==> src/rtl/fpx_pkg.sv <==
// Package: shared constants, cause and flag encodings, and the vector map
// for the floating-point exception status and trap unit.
package fpx_pkg;

    localparam int NCAUSE = 8;                 // causes in the cause byte
    localparam int NFLAG  = 5;                 // datapath flags / accrued bits
    localparam int CSEL_W = $clog2(NCAUSE);    // cause index width
    localparam int ES_LO  = 8;                 // lowest bit of the cause byte
    localparam int AE_LO  = 3;                 // lowest used accrued bit
    localparam int STAT_W = ES_LO + NCAUSE;    // width of the kept status field

    // Cause index k lands on status bit ES_LO+k.
    typedef enum logic [CSEL_W-1:0] {
        C_INEX_DEC = 3'd0,
        C_INEX_OP  = 3'd1,
        C_DIVZ     = 3'd2,
        C_UNDER    = 3'd3,
        C_OVER     = 3'd4,
        C_OPERR    = 3'd5,
        C_SNAN     = 3'd6,
        C_UNORD    = 3'd7
    } cause_e;

    // Flag positions; flag j lands on accrued bit AE_LO+j.
    localparam int F_INEX  = 0;
    localparam int F_DIVZ  = 1;
    localparam int F_UNDER = 2;
    localparam int F_OVER  = 3;
    localparam int F_INVAL = 4;

    // Offset of a cause's vector above the vector base; both inexact causes share one.
    function automatic int cause_vec_offset(input logic [CSEL_W-1:0] idx);
        case (idx)
            C_UNORD:    return 0;
            C_INEX_OP:  return 1;
            C_INEX_DEC: return 1;
            C_DIVZ:     return 2;
            C_UNDER:    return 3;
            C_OPERR:    return 4;
            C_OVER:     return 5;
            default:    return 6;   // C_SNAN
        endcase
    endfunction

endpackage

==> src/rtl/fpx_cause_arb.sv <==
// Cause arbiter: decides in each cycle whether a cause is raised and which one.
// An explicit cause event has priority over the compare-invalid condition.
// A blocking status write suppresses any cause. Purely combinational.
module fpx_cause_arb
    import fpx_pkg::*;
(
    input  logic              cause_valid,
    input  logic [CSEL_W-1:0] cause_sel,
    input  logic              cmp_op,
    input  logic              inval_flag,
    input  logic              block,
    output logic              raise,
    output logic [CSEL_W-1:0] raise_idx,
    output logic [NCAUSE-1:0] raise_oh
);

    logic cmp_inval;

    // Compare that reports invalid turns into an operand-error cause.
    always_comb begin
        cmp_inval = cmp_op & inval_flag;
        raise     = ~block & (cause_valid | cmp_inval);
        raise_idx = cause_valid ? cause_sel : C_OPERR;
    end

    // One-hot image of the raised cause, one bit per cause position.
    for (genvar k = 0; k < NCAUSE; k++) begin : g_oh
        assign raise_oh[k] = raise & (raise_idx == CSEL_W'(k));
    end

endmodule

==> src/rtl/fpx_accrue.sv <==
// Sticky flag accumulator: ORs datapath flags into a sticky register. A load
// replaces the register with software's value and ignores flags that cycle.
// Assumes the load has already been qualified as a status write.
module fpx_accrue
    import fpx_pkg::*;
(
    input  logic             clk,
    input  logic             rst_n,
    input  logic [NFLAG-1:0] flags,
    input  logic             load,
    input  logic [NFLAG-1:0] load_val,
    output logic [NFLAG-1:0] sticky
);

    // Sticky register: reset clears it, a load replaces it, flags set bits.
    always_ff @(posedge clk) begin
        if (!rst_n)
            sticky <= '0;
        else if (load)
            sticky <= load_val;
        else
            sticky <= sticky | flags;
    end

endmodule

==> src/rtl/fpx_trap_gen.sv <==
// Trap generator: registers a one-cycle trap request and its vector number
// when the raised cause has its enable set. It assumes the enables are the
// values in force during the raising cycle. The vector reads zero when idle.
module fpx_trap_gen
    import fpx_pkg::*;
#(
    parameter int VEC_W    = 8,
    parameter int VEC_BASE = 48
) (
    input  logic              clk,
    input  logic              rst_n,
    input  logic              raise,
    input  logic [CSEL_W-1:0] raise_idx,
    input  logic [NCAUSE-1:0] enables,
    output logic              trap_req,
    output logic [VEC_W-1:0]  trap_vec
);

    logic fire;

    // Fire when the raised cause is enabled.
    always_comb fire = raise & enables[raise_idx];

    // Trap pulse and vector register; both return to zero in the next idle cycle.
    always_ff @(posedge clk) begin
        if (!rst_n) begin
            trap_req <= 1'b0;
            trap_vec <= '0;
        end else begin
            trap_req <= fire;
            trap_vec <= fire ? VEC_W'(VEC_BASE + cause_vec_offset(raise_idx)) : '0;
        end
    end

endmodule

==> src/rtl/fpx_status_trap.sv <==
// Top: floating-point exception status and trap unit. It holds the cause
// byte and the control word, and instantiates the cause arbiter, the sticky
// flag accumulator and the trap generator. A status write wins over every
// event in its cycle. A control write takes effect for later cycles only.
module fpx_status_trap
    import fpx_pkg::*;
#(
    parameter int DATA_W   = 32,
    parameter int CTRL_W   = 16,
    parameter int VEC_W    = 8,
    parameter int VEC_BASE = 48
) (
    input  logic              clk,
    input  logic              rst_n,
    input  logic [NFLAG-1:0]  dp_flags,
    input  logic              dp_is_cmp,
    input  logic              cause_valid,
    input  logic [CSEL_W-1:0] cause_sel,
    input  logic              sw_we,
    input  logic              sw_sel,
    input  logic [DATA_W-1:0] sw_wdata,
    output logic [STAT_W-1:0] stat_o,
    output logic [CTRL_W-1:0] ctrl_o,
    output logic              trap_req,
    output logic [VEC_W-1:0]  trap_vec
);

    logic              stat_wr;
    logic              ctrl_wr;
    logic              raise;
    logic [CSEL_W-1:0] raise_idx;
    logic [NCAUSE-1:0] raise_oh;
    logic [NCAUSE-1:0] cause_q;
    logic [NFLAG-1:0]  sticky;
    logic [CTRL_W-1:0] ctrl_q;
    logic              unused_hi;

    // Write decode for the two software targets.
    always_comb begin
        stat_wr = sw_we & ~sw_sel;
        ctrl_wr = sw_we & sw_sel;
    end

    assign unused_hi = ^sw_wdata[DATA_W-1:CTRL_W];

    fpx_cause_arb arb_i (
        .cause_valid (cause_valid),
        .cause_sel   (cause_sel),
        .cmp_op      (dp_is_cmp),
        .inval_flag  (dp_flags[F_INVAL]),
        .block       (stat_wr),
        .raise       (raise),
        .raise_idx   (raise_idx),
        .raise_oh    (raise_oh)
    );

    fpx_accrue acc_i (
        .clk      (clk),
        .rst_n    (rst_n),
        .flags    (dp_flags),
        .load     (stat_wr),
        .load_val (sw_wdata[AE_LO +: NFLAG]),
        .sticky   (sticky)
    );

    fpx_trap_gen #(.VEC_W(VEC_W), .VEC_BASE(VEC_BASE)) trap_i (
        .clk       (clk),
        .rst_n     (rst_n),
        .raise     (raise),
        .raise_idx (raise_idx),
        .enables   (ctrl_q[ES_LO +: NCAUSE]),
        .trap_req  (trap_req),
        .trap_vec  (trap_vec)
    );

    // Cause byte: loaded by a status write, else replaced by a raised cause.
    always_ff @(posedge clk) begin
        if (!rst_n)
            cause_q <= '0;
        else if (stat_wr)
            cause_q <= sw_wdata[ES_LO +: NCAUSE];
        else if (raise)
            cause_q <= raise_oh;
    end

    // Control word: keeps the low CTRL_W bits of a control write.
    always_ff @(posedge clk) begin
        if (!rst_n)
            ctrl_q <= '0;
        else if (ctrl_wr)
            ctrl_q <= sw_wdata[CTRL_W-1:0];
    end

    // Status view: cause byte, accrued bits, unused bits read zero.
    always_comb begin
        stat_o = {cause_q, sticky, {AE_LO{1'b0}}};
        ctrl_o = ctrl_q;
    end

endmodule

==> config.mk <==
export PLATFORM = sky130hd
export DESIGN_NAME = fpx_status_trap
export DESIGN_NICKNAME = d
export VERILOG_FILES = /design/src/rtl/fpx_pkg.sv /design/src/rtl/fpx_cause_arb.sv /design/src/rtl/fpx_accrue.sv /design/src/rtl/fpx_trap_gen.sv /design/src/rtl/fpx_status_trap.sv
export SDC_FILE = /design/constraint.sdc
export NUM_CORES = 1
export LEC_CHECK = 0
export CORE_ASPECT_RATIO = 1.2
export CORE_MARGIN = 10
export CORE_UTILIZATION = 50
export CTS_BUF_LIST = sky130_fd_sc_hd__clkbuf_2 sky130_fd_sc_hd__clkbuf_4 sky130_fd_sc_hd__clkbuf_8
export DETAILED_ROUTE_END_ITERATION = 16
export DONT_BUFFER_PORTS = 1
export PLACE_DENSITY = 0.64
export SLEW_MARGIN = 10
export SYNTH_ARGS = -nofsm -noshare
export SYNTH_HDL_FRONTEND = slang
export SYNTH_HIERARCHICAL = 1
export SYNTH_SLANG_ARGS = --single-unit
==> constraint.sdc <==
create_clock -name clk -period 1.8 [get_ports clk]
set_input_delay 0.18 -clock clk [delete_from_list [all_inputs] [get_ports clk]]
set_output_delay 0.18 -clock clk [all_outputs]
set_load 0.01 [all_outputs]
==> flow_summary.json <==
{
  "critPathKind": "input port to register",
  "cp_num_cells": 6,
  "hold_buffers": 0,
  "synthFlopType": "dfxtp_1",
  "p_leak_nw": 0.688,
  "clk_latency_ns": 0.28,
  "crit_arrival_ns": 1.30,
  "yosys.area.top_type": "dfxtp_1",
  "crit_family": "buffers and inverters",
  "yosys.area_share.adder_pct": 0,
  "syn_area_per_cell_sq_um": 9.83,
  "final_max_slew_viol_count": 0,
  "start_util_pct": 51.2,
  "period_needed_ns": 1.14,
  "cts-buffers-inserted": 5,
  "period_share_pct": 63.3,
  "crit_required_ns": 1.96,
  "synthXorXnorAreaFrac_pct": 0,
  "synth.distinct_cells": 31,
  "tns_ns": 0,
  "power_density_nw_per_um2": 836,
  "post_cts.repair.setup_buffers": 0,
  "fp-row-count": 24,
  "worst-path-buf-inv": 2,
  "place_hpwl_mm": 3.37,
  "drt_iter0_markers": 43,
  "antenna_found_initial": 0,
  "die_h_um": 86.3,
  "grt_pass1_vias": 1312,
  "async_reset_ff_share_pct": 0,
  "r2r_end": "trap_i/trap_vec[4]",
  "crit_fanout": 41,
  "cts_buffer_depth": 2,
  "antennaDiodeCount": 0,
  "reg2reg_slack_ns": 0.71,
  "nets": 226,
  "cts_tree": "yes",
  "status": "finished, final reports clean",
  "final_common_cell": "dfxtp_1",
  "ctsResizeCount": 0,
  "synth_mux_area_share_pct": 5.54,
  "yosysTopAreaCellShare_pct": 37.2,
  "slowest_stage": "nor2_1",
  "drive_gt1_share_pct": 29.4,
  "fin_cells": 219,
  "syn_inst": 186,
  "final_antenna_net_count": 0,
  "cts.sinks": 34,
  "ff_latch_area_sq_um": 681,
  "crit_path_start_kind": "input port",
  "finalPower_w": 0.00155,
  "vias_per_cell": 5.94,
  "synth_area_leaders": "dfxtp_1 37%, a21bo_2 9.3%, a211oi_2 6.2%",
  "synth_top_family_by_area": "compound AO/OA/AOI/OAI gates",
  "placed_cell_area_sq_um": 1770,
  "grt_overflow": 0,
  "yosysSeqAreaShare_pct": 37.2,
  "fmax_mhz": 878,
  "wire_per_inst_um": 19.8,
  "drt_pre_antenna_iters": 4,
  "r2r_start": "ctrl_o[11]",
  "synth_compound_area_share_pct": 27.0,
  "rsz0062_at_grt": "no",
  "crit_start": "sw_sel",
  "setup_violations": 0,
  "grt_max_degree": 42,
  "final_area_sq_um": 1850,
  "io_pins": 87,
  "critPathCaptureType": "register",
  "synth-simple-area-share_pct": 20.5,
  "area_growth_pct": 1.23,
  "cp-endpoint": "cause_q[5]",
  "maxCapViolCount": 0,
  "skew_ns": 0.00228,
  "gp_congestion": 0.722,
  "port_buffers": 0,
  "n_fill_cell": 338,
  "root_buffer": "clkbuf_8",
  "max-vdd-ir-drop_uv": 628,
  "routed_wl_mm": 4.33,
  "die-area_sq_um": 6490,
  "clkTransAtPathRegs_ns": 0.06,
  "path_cells": "nand2b_1, inv_1, nor2_1, buf_4, mux2i_1, a211oi_2",
  "cts_htree_levels": 2,
  "core_sq_um": 3570,
  "vias": 1301,
  "dp_cells": 212,
  "final_cell_mix": "34 x dfxtp_1, 22 x a21oi_1, 17 x nand3_1, 17 x a21bo_2",
  "grt_first_pass_wirelength_mm": 6.55,
  "syn_area_sq_um": 1830,
  "die_w_um": 75.2,
  "ys_ff_latch": 34,
  "yosysWarnings": 6,
  "route.detailed.drc": 0,
  "hp-class": "input port to register",
  "final-hold-violation-count": 0,
  "grt_util_all_layers_pct": 13.4,
  "synth_edf_count": 0,
  "cpPeakStageDelay_ns": 0.28,
  "multiInputGateArea_sq_um": 993,
  "r2r_cells": 3
}
## power by group
group	leakage [nW]	internal, W	switching (W)
sequential	0.279	0.000794	0.0000494
combinational	0.364	0.0000879	0.0000840
clock	0.0452	0.000296	0.000238
total	0.688	0.00118	0.000372
## cell usage after synthesis (2+ instances only)
master     n
dfxtp_1   34
nand3_1   17
inv_1      4
nand3b_1   3
nor2_1     3
nand2_1    7
nand2b_1   6
nand4b_1   2
a21bo_2   17
buf_2      7
o22a_2     2
nor4_2     2
nor3_1     4
o311a_1    5
nor3b_2    5
nor3b_1    3
a21oi_1   22
conb_1     2
buf_6      4
a211oi_2   9
buf_4     10
mux2i_1    9
## flip-flops by register name (all words and copies together), names as in the netlist
name,cells
ctrl_o,16
cause_q,8
acc_i/sticky,5
trap_i/trap_vec,4
trap_i/trap_req,1
## worst register-to-register path: stages, from the launching register on
cell,delay (ns)
dfxtp_1,0.37
a21bo_2,0.25
o32ai_2,0.29
a21oi_1,0.07
## worst min-delay path by stage
stage | start | to | cells past startpoint
6_report | rst_n | acc_i/sticky[3] | 1
5_1_grt | rst_n | acc_i/sticky[3] | 1
3_3_place_gp | rst_n | acc_i/sticky[0] | 1
3_5_place_dp | rst_n | acc_i/sticky[0] | 1
2_1_floorplan | rst_n | acc_i/sticky[0] | 1
4_1_cts | rst_n | acc_i/sticky[3] | 1
## cell families after synthesis
group / Yosys count
buf+inv: 25
other cells: 2
compound gates: 58
simple gates: 57
mux: 10
flops: 34
## per-stage QoR
step	hold WS, ns	setup WS, ns	util (%)
detailed placement	0.331	0.343	49.5
CTS	0.0300	0.644	51.8
global placement	0.329	0.443	49.5
global route	0.0256	0.571	51.8
floorplan	0.326	0.418	-
finish	0.0430	0.661	51.8
## layout make-up
| class | count | share of cell area (%) |
|---|---|---|
| Clock buffer | 7 | 4.53 |
| Inverter | 4 | 0.811 |
| Multi-Input combinational cell | 131 | 53.6 |
| Sequential cell | 34 | 36.8 |
| Tap cell | 39 | 2.64 |
| Timing Repair Buffer | 4 | 1.62 |
## per-layer routing
layer / track usage [%] / vias up / wire [um]
met5: 0 / - / 0
met1: 11.7 / 596 / 1430
met3: 10.1 / 4 / 672
met4: 5.08 / 0 / 39
li1: - / 649 / -
met2: 22.7 / 52 / 2190
(Power assumes the default switching activity.)
